$ cat config.mk
export PLATFORM = sky130hd
export DESIGN_NAME = halfbridge_gate_ctrl
export DESIGN_NICKNAME = d
export VERILOG_FILES = /design/src/rtl/hbg_pkg.sv /design/src/rtl/hbg_control.sv /design/src/rtl/hbg_datapath.sv /design/src/rtl/halfbridge_gate_ctrl.sv
export SDC_FILE = /design/constraint.sdc
export NUM_CORES = 1
export LEC_CHECK = 0
export ABC_CLOCK_PERIOD_IN_PS = 4000
export BUFFER_PORTS_ARGS = -buffer_cell sky130_fd_sc_hd__buf_2
export CORE_AREA = 4 4 41 43
export CTS_CLUSTER_DIAMETER = 200
export DETAILED_ROUTE_END_ITERATION = 7
export DIE_AREA = 0 0 45 47
export HOLD_SLACK_MARGIN = 0.1
export PLACE_DENSITY = 0.67
export SYNTH_ARGS = -nofsm -noshare
export SYNTH_HDL_FRONTEND = slang
export SYNTH_HIERARCHICAL = 1
export SYNTH_SLANG_ARGS = --single-unit
$ cat constraint.sdc
create_clock -name clk -period 4 [get_ports clk]
set_input_delay 0.2 -clock clk [delete_from_list [all_inputs] [get_ports clk]]
set_output_delay 0.2 -clock clk [all_outputs]
set_load 0.05 [all_outputs]
$ cat src/rtl/hbg_pkg.sv
package hbg_pkg;

  // Strobes from the control FSM to the gate state registers
  typedef struct packed {
    logic raiseHigh;
    logic dropHigh;
    logic raiseLow;
    logic dropLow;
  } gateStrobe_t;

endpackage

$ cat src/rtl/hbg_control.sv
module hbg_control
  import hbg_pkg::*;
#(
  parameter int DEAD_CYCLES = 10
) (
  input  logic        clk,
  input  logic        rst_n,
  input  logic        reqHigh,
  input  logic        reqLow,
  input  logic        supplyGoodHigh,
  input  logic        supplyGoodLow,
  input  logic        onHigh,
  input  logic        onLow,
  output gateStrobe_t strobe
);

  localparam int QW = $clog2(DEAD_CYCLES + 1);
  localparam logic [QW-1:0] DEAD_Q = QW'(DEAD_CYCLES);

  logic [QW-1:0] quietCnt;
  logic [1:0]    prevWant;
  logic          wantHigh, wantLow;
  logic [1:0]    wantVec;

  // A side is wanted only if it alone is commanded and its supply is good
  assign wantHigh = reqHigh & ~reqLow & supplyGoodHigh;
  assign wantLow  = reqLow & ~reqHigh & supplyGoodLow;
  assign wantVec  = {wantHigh, wantLow};

  always_comb begin
    strobe = '0;
    if (onHigh) begin
      strobe.dropHigh = ~wantHigh;
    end else if (onLow) begin
      strobe.dropLow = ~wantLow;
    end else if (quietCnt == DEAD_Q) begin
      if (wantHigh)     strobe.raiseHigh = 1'b1;
      else if (wantLow) strobe.raiseLow  = 1'b1;
    end
  end

  // quietCnt counts cycles with both gates low, including the drop cycle
  always_ff @(posedge clk) begin
    if (!rst_n) begin
      quietCnt <= '0;
      prevWant <= '0;
    end else begin
      prevWant <= wantVec;
      if (strobe.dropHigh || strobe.dropLow) begin
        quietCnt <= QW'(1);
      end else if (onHigh || onLow || strobe.raiseHigh || strobe.raiseLow) begin
        quietCnt <= '0;
      end else if (quietCnt != DEAD_Q) begin
        if (wantVec != prevWant) quietCnt <= '0;
        else                     quietCnt <= quietCnt + 1'b1;
      end
    end
  end

  // a supply that is not good leaves its gate state off after the edge
  a_r5_uv_high_off: assert property (@(posedge clk) disable iff (!rst_n)
    !supplyGoodHigh |=> !onHigh);
  a_r5_uv_low_off: assert property (@(posedge clk) disable iff (!rst_n)
    !supplyGoodLow |=> !onLow);

  // both requests high forces both gate states off
  a_r6_both_req_off: assert property (@(posedge clk) disable iff (!rst_n)
    (reqHigh && reqLow) |=> (!onHigh && !onLow));

endmodule

$ cat src/rtl/hbg_datapath.sv
module hbg_datapath
  import hbg_pkg::*;
#(
  parameter int DEAD_CYCLES = 10,
  parameter int LOW_PAD     = 1
) (
  input  logic        clk,
  input  logic        rst_n,
  input  logic        cmdHigh,
  input  logic        cmdLow,
  input  logic        supplyGoodHigh,
  input  logic        supplyGoodLow,
  input  gateStrobe_t strobe,
  output logic        reqHigh,
  output logic        reqLow,
  output logic        onHigh,
  output logic        onLow,
  output logic        gateHigh,
  output logic        gateLow
);

  localparam int LW = $clog2(DEAD_CYCLES + 1);
  localparam logic [LW-1:0] DEAD_L = LW'(DEAD_CYCLES);

  // High path: input stage, edge pulse generator, set/reset latch
  logic hiQ, hiQd, hiLatch;
  logic setPulse, clrPulse;

  always_ff @(posedge clk) begin
    if (!rst_n) begin
      hiQ  <= 1'b0;
      hiQd <= 1'b0;
    end else begin
      hiQ  <= cmdHigh;
      hiQd <= hiQ;
    end
  end

  assign setPulse = hiQ & ~hiQd;
  assign clrPulse = ~hiQ & hiQd;

  // Coincident set and clear leave the latch unchanged
  always_ff @(posedge clk) begin
    if (!rst_n)                       hiLatch <= 1'b0;
    else if (setPulse && !clrPulse)   hiLatch <= 1'b1;
    else if (clrPulse && !setPulse)   hiLatch <= 1'b0;
  end

  // Low path: input stage plus padding to match the latch latency
  logic [LOW_PAD:0] loPipe;

  always_ff @(posedge clk) begin
    if (!rst_n) loPipe[0] <= 1'b0;
    else        loPipe[0] <= cmdLow;
  end

  for (genvar g = 1; g <= LOW_PAD; g++) begin : g_pad
    always_ff @(posedge clk) begin
      if (!rst_n) loPipe[g] <= 1'b0;
      else        loPipe[g] <= loPipe[g-1];
    end
  end

  assign reqHigh = hiLatch;
  assign reqLow  = loPipe[LOW_PAD];

  // Gate state registers driven by control strobes
  always_ff @(posedge clk) begin
    if (!rst_n) begin
      onHigh <= 1'b0;
      onLow  <= 1'b0;
    end else begin
      if (strobe.raiseHigh)     onHigh <= 1'b1;
      else if (strobe.dropHigh) onHigh <= 1'b0;
      if (strobe.raiseLow)      onLow  <= 1'b1;
      else if (strobe.dropLow)  onLow  <= 1'b0;
    end
  end

  // Lockout acts on the outputs without waiting for a clock edge
  assign gateHigh = onHigh & supplyGoodHigh;
  assign gateLow  = onLow & supplyGoodLow;

  // Independent count of quiet cycles, used by the dead-time checks
  logic [LW-1:0] lowRun;
  always_ff @(posedge clk) begin
    if (!rst_n)                lowRun <= '0;
    else if (onHigh || onLow)  lowRun <= '0;
    else if (lowRun != DEAD_L) lowRun <= lowRun + 1'b1;
  end

  // the two gates are mutually exclusive
  a_r2_exclusive: assert property (@(posedge clk) disable iff (!rst_n)
    !(gateHigh && gateLow));

  // a rise only after a full quiet interval
  a_r3_dead_high: assert property (@(posedge clk) disable iff (!rst_n)
    $rose(onHigh) |-> (lowRun == DEAD_L));
  a_r3_dead_low: assert property (@(posedge clk) disable iff (!rst_n)
    $rose(onLow) |-> (lowRun == DEAD_L));

  // a gate rises only when its own side was requested
  a_r1_follow_high: assert property (@(posedge clk) disable iff (!rst_n)
    $rose(onHigh) |-> $past(reqHigh));
  a_r1_follow_low: assert property (@(posedge clk) disable iff (!rst_n)
    $rose(onLow) |-> $past(reqLow));

  // edge pulses set and clear the high-side latch
  a_r7_set_pulse: assert property (@(posedge clk) disable iff (!rst_n)
    setPulse |=> hiLatch);
  a_r7_clr_pulse: assert property (@(posedge clk) disable iff (!rst_n)
    clrPulse |=> !hiLatch);

endmodule

$ cat src/rtl/halfbridge_gate_ctrl.sv
module halfbridge_gate_ctrl
  import hbg_pkg::*;
#(
  parameter int DEAD_CYCLES = 10,
  parameter int LOW_PAD     = 1
) (
  input  logic clk,
  input  logic rst_n,
  input  logic cmdHigh,
  input  logic cmdLow,
  input  logic supplyGoodHigh,
  input  logic supplyGoodLow,
  output logic gateHigh,
  output logic gateLow
);

  gateStrobe_t strobe;
  logic reqHigh, reqLow, onHigh, onLow;

  hbg_control #(.DEAD_CYCLES(DEAD_CYCLES)) u_ctrl (
    .clk           (clk),
    .rst_n         (rst_n),
    .reqHigh       (reqHigh),
    .reqLow        (reqLow),
    .supplyGoodHigh(supplyGoodHigh),
    .supplyGoodLow (supplyGoodLow),
    .onHigh        (onHigh),
    .onLow         (onLow),
    .strobe        (strobe)
  );

  hbg_datapath #(.DEAD_CYCLES(DEAD_CYCLES), .LOW_PAD(LOW_PAD)) u_dp (
    .clk           (clk),
    .rst_n         (rst_n),
    .cmdHigh       (cmdHigh),
    .cmdLow        (cmdLow),
    .supplyGoodHigh(supplyGoodHigh),
    .supplyGoodLow (supplyGoodLow),
    .strobe        (strobe),
    .reqHigh       (reqHigh),
    .reqLow        (reqLow),
    .onHigh        (onHigh),
    .onLow         (onLow),
    .gateHigh      (gateHigh),
    .gateLow       (gateLow)
  );

endmodule

[Word-level counts from Yosys, hierarchy flattened]
Index checks and enable logic that the tools add are counted.
Word-level totals
  output and inout bits: 2
  word-level logic and storage cells: 63
  bits of input ports: 6
  flip-flop bits (word level): 13
Cells by class
  equality and inequality tests: 3
  mux-type cells: 21
  bitwise gates (word level): 15
  reductions and logical operators: 13
  add/sub/neg operators: 1
Operator list (number)
  $mux W1: 19
  $and A1 B1 Y1: 8
  $not A1 Y1: 7
  $reduce_bool A2 Y1: 3
  $add A4 B1 Y4 const B: 1
  $eq A4 B4 Y1 const B: 1
  $logic_or A1 B1 Y1: 4
  $mux W4: 1
  $ne A4 B4 Y1 const B: 1
  $reduce_bool A3 Y1: 1
  $reduce_or A3 Y1: 1
  $logic_and A1 B1 Y1: 2
  $logic_not A1 Y1: 2
  $mux W2: 1
  $ne A2 B2 Y1: 1

[Logic depth before layout (Yosys ltp)]
  depth in word-level cells: 11
  mapped depth: 7
  mapped depth without buffers: 7

[Modules after synthesis]
Netlist, hierarchy kept.
Modules (own cells, without submodules)
  hbg_control: area an instance 370.4 um^2, cells each 45, instances 1
  hbg_datapath: area an instance 255.2 um^2, cells each 21, instances 1

[Worst setup path before layout]
No wires, ideal clock.
  kind: register to register
  from: register u_dp.hiLatch, in the netlist u_dp/reqHigh
  to: register u_ctrl.quietCnt[1]
  data arrival time: 1305 ps
  cell stages (with the launch flop): 6
  setup slack: 2625 ps
  path buffers: 0
  clock period less this slack: 1375 ps
  data required time: 3930 ps
  path through: dfxtp_1 > and3b_2 > nor4_2 > o31ai_1 > or3_1 > a21oi_1
Between the ends
  longest elaborated chain between the ends: 10
  elaborated cells between the ends (all ways): 24
  classes of those cells: 1 x eq/ne; 12 x mux; 7 x bitwise; 4 x reduce/logical
RTL lines
  start: declaration: RTL line hbg_datapath.sv:26  | logic hiQ, hiQd, hiLatch;
  start signal: assignment: RTL line hbg_datapath.sv:44  | if (!rst_n) hiLatch <= 1'b0;
  start signal: assignment: RTL line hbg_datapath.sv:45  | else if (setPulse && !clrPulse) hiLatch <= 1'b1;
  start signal: assignment: RTL line hbg_datapath.sv:46  | else if (clrPulse && !setPulse) hiLatch <= 1'b0;
  $not A1 Y1: RTL line hbg_control.sv:27  | assign wantLow = reqLow & ~reqHigh & supplyGoodLow;
  $and A1 B1 Y1 (2 in series): RTL line hbg_control.sv:27
  $mux W1: RTL line hbg_control.sv:38  | else if (wantLow) strobe.raiseLow = 1'b1;
  $mux W1: RTL line hbg_control.sv:37  | if (wantHigh) strobe.raiseHigh = 1'b1;
  $mux W1: RTL line hbg_control.sv:36  | end else if (quietCnt == DEAD_Q) begin
  $mux W1: RTL line hbg_control.sv:34  | end else if (onLow) begin
  $mux W2: RTL line hbg_control.sv:32  | if (onHigh) begin
  $logic_or A1 B1 Y1: RTL line hbg_control.sv:51  | end else if (onHigh || onLow || strobe.raiseHigh || strobe.raiseLow) begin
  $reduce_or A3 Y1 (no source line)
  end signal: assignment: RTL line hbg_control.sv:55  | else quietCnt <= quietCnt + 1'b1;
  end: declaration: RTL line hbg_control.sv:20  | logic [QW-1:0] quietCnt;
Several ways; a longest one is shown, not always the timed one.
A chain may end at the register's enable or synchronous reset.

[Worst setup path in the final report]
Same ends and word-level chain as after synthesis.

==> key figures <==
Outcome
  – Status: finished, final reports clean

Critical path
  – Startpoint types: flip-flop
  – Data required, critical path: roughly 4.2 ns
  – Max incr delay on CP: between 0.3 and 0.4 ns
  – Crit path DAT: 1.72 ns
  – Critical path endpoint category: flip-flop
  – CP Class: reg2reg
  – Cell breakdown of the critical path: and3b_2, nor4_2, o31ai_1, or3_1, a21oi_1
  – Slowest CP cell: dfxtp_1
  – Worst path bufs/invs: 0
  – CP max FO: 5
  – Top delay family on crit path: simple AND/OR/NAND/NOR gates

Clock network
  – CTS resizes: 0
  – Number of clock sinks: 13
  – CTS tree: built
  – Clock transition at the registers of the reported paths: about 0.080 ns
  – Setup bufs post-CTS: 0
  – H-tree Lvls: 1
  – CTS Buf Count: 3
  – CTS Hold Bufs: 0
  – Clk buf depth: 2
  – Later-pin clock latency in the skew report: roughly 0.28 ns
  – CTS root buf: clkbuf_4

Global routing
  – GRT overflow: 0
  – All-Layer GR Usage: 0.130
  – Initial antenna violation count: 0
  – Vias in the first global route: about 440
  – First-pass GRT wire length: 1910 um
  – Pin count of the biggest net entering global routing: 9

Route
  – Number of remaining DRC errors: 0
  – Vias per cell: between 5 and 6
  – Post-route ant nets: 0
  – DRT iter0 DRCs: 6
  – Via count: around 480
  – Routed WL: approximately 1100 um
  – Per-cell routed wire length: ~12 um
  – Drt pass-1 iters: 4

STA
  – Setup Skew: slightly below 0.006 ns
  – Max Freq: ~660 MHz
  – Slew at the pin with the worst max-slew slack: 0.467 ns
  – Unrepaired setup endpoints after global routing: no
  – Max_slew headroom: 0.688
  – Fin crit share: 0.377
  – Final Max Slew Viols: 0
  – Hold Vio Cnt, Final: 0
  – Final setup violating endpoints: 0
  – Sum Neg Setup Slack: 0 ns
  – Final min period: between 1.5 and 2 ns

Yosys
  – Synthesized area per cell: around 9.5 sq um
  – Adder-cell share of the synthesized area: 0.0600
  – Mux cell area share after synthesis: 0.0160
  – Post-Syn Instances: 66
  – Register bit count reported by yosys: 13
  – Synth warn: 6
  – Largest family of logic cells by synthesized area: simple AND/OR/NAND/NOR gates
  – Synth cell types: 25
  – Synth Area in XOR/XNOR: 0.0140
  – Synth Cell Area: around 630 sq um
  – Seq/Total Area, Yosys: 0.416
  – Synth Area in Compound Gates: 0.0940
  – Net Count, Synth: 75
  – Simple-gate share of the synthesized area: 0.382

Run
  – Max Cap Viol: 0

Cells and area
  – ANT cells: 0
  – Multi-input gate area: approximately 350 sq um
  – FILL cells: about 130
  – Fin nets: 87
  – Storage element area: around 260 sq um
  – Share of cells above drive strength 1: 0.221
  – Area delta synth->final: 12.8%

Power and ir drop
  – PwrDens: ~340 mW/mm^2
  – Leakage: between 0.0002 and 0.0003 uW
  – Tot Pwr: approximately 240 uW
  – Max IR drop VDD: between 150 and 200 uV

Worst hold path
  – Worst hold path type: in2reg

Die
  – Die area: around 0.0021 sq mm
  – Core ar.: 0.00130 sq mm
  – Initial Util: 0.481
  – Io pins: 8
  – Die Y: around 47 um
  – Num rows: 13
  – Die X: 45 um

Placement
  – GPL Wtd Cong: between 0.8 and 0.9
  – Final HPWL DP: 814 um
  – Port Buffers: 7
==> final timing paths <==
path                              from  slack (ns)                               to  cells after the start
max          u_dp/reqHigh$_SDFFE_PN0P_        2.49  u_ctrl/quietCnt[1]$_SDFFE_PP0P_                      5
min                            cmdHigh        0.12              u_dp/hiQ$_SDFF_PN0_                      2
min reg2reg  u_dp/loPipe[0]$_SDFF_PN0_        0.44           u_dp/reqLow$_SDFF_PN0_                      1
max reg2reg  u_dp/reqHigh$_SDFFE_PN0P_        2.49  u_ctrl/quietCnt[1]$_SDFFE_PP0P_                      5
==> placed cells by master, fill, tap and decap left out, drive strengths merged, types with 2 or more instances in the layout <==
master / netlist / routed
clkbuf: 0 / 4
nand2: 2 / 2
nor2: 9 / 9
ha: 3 / 3
nor4: 2 / 2
or3: 2 / 2
and2: 7 / 7
inv: 3 / 3
buf: 0 / 7
dfxtp: 13 / 13
o21a: 2 / 2
and3b: 2 / 2
nor2b: 3 / 3
nor3b: 3 / 3
o31ai: 2 / 2
nand3: 3 / 3
nand3b: 3 / 3
==> kinds of logic after synthesis <==
group                    count (synthesis)
AO/OA/AOI/OAI                            8
multiplexers                             1
XOR/XNOR                                 1
flip-flops                              13
buffers and inverters                    3
adder cells (fa/ha/maj)                  3
AND/OR/NAND/NOR                         37
==> per-stage QoR <==
stage | hold WS [ns] | setup slack [ns] | utilization | area (sq um) | cells
4_1_cts | 0.119 | 2.49 | 0.542 | 706 | 92
6_report | 0.124 | 2.49 | 0.542 | 706 | 92
5_1_grt | 0.134 | 2.37 | 0.542 | 706 | 92
3_3_place_gp | 0.406 | 2.57 | 0.522 | 679 | 88
3_5_place_dp | 0.411 | 2.52 | 0.522 | 679 | 88
2_1_floorplan | 0.317 | 2.62 | - | 626 | 66
==> cell usage after synthesis <==
cell type | number | share of area
nor3b_1 | 3 | 0.036
a21oi_1 | 1 | 0.0080
o21a_1 | 2 | 0.024
inv_1 | 3 | 0.018
and2_2 | 2 | 0.024
dfxtp_1 | 13 | 0.42
nor2b_4 | 2 | 0.044
xnor2_1 | 1 | 0.014
nand2b_1 | 1 | 0.010
o31ai_1 | 2 | 0.024
and3b_2 | 2 | 0.032
nand2_1 | 2 | 0.012
nor4_2 | 1 | 0.020
and2_1 | 5 | 0.050
nor2b_1 | 1 | 0.010
or3_1 | 2 | 0.020
nand3_1 | 3 | 0.024
ha_1 | 3 | 0.060
o2bb2a_1 | 1 | 0.016
nor2_1 | 9 | 0.054
nor4_1 | 1 | 0.010
a211oi_1 | 1 | 0.012
nand3b_1 | 3 | 0.036
a31oi_1 | 1 | 0.010
mux2i_1 | 1 | 0.016
==> report_power, final <==
group	leakage (uW)	total, uW	internal [uW]	switching, uW
Clock	0.0000150	80.0	38.7	41.3
Sequential	0.000106	140	135	4.98
Combinational	0.000166	19.5	10.6	8.91
Total	0.000287	239	184	55.2
==> worst register-to-register path, stage by stage (launching register included) <==
cell	delay, ns
dfxtp_1	0.38
and3b_2	0.24
nor4_2	0.20
o31ai_1	0.15
or3_1	0.32
a21oi_1	0.14
==> cell type report <==
type | instances | area share
multi-input combinational | 50 | 0.502
sequential | 13 | 0.369
timing repair buffer | 7 | 0.0496
inverter | 3 | 0.0160
clock buffer | 4 | 0.0372
tap | 15 | 0.0266
==> state kept, by name, summed over array words and instances, names as in the netlist <==
signal and flops:
u_ctrl/quietCnt 4, u_dp/hiQd 1, u_dp/loPipe 1, u_dp/reqHigh 1, u_dp/onLow 1, u_dp/reqLow 1
u_dp/onHigh 1, u_ctrl/prevWant 2, u_dp/hiQ 1
==> layer usage <==
metal | vias to the layer above | wire length (um) | GRT usage
met4 | 0 | 40 | 0.105
li1 | 254 | - | -
met5 | - | 0 | 0
met2 | 9 | 478 | 0.184
met1 | 216 | 507 | 0.165
met3 | 4 | 51 | 0.0345
Note: power is estimated with default switching activity, not from simulation.
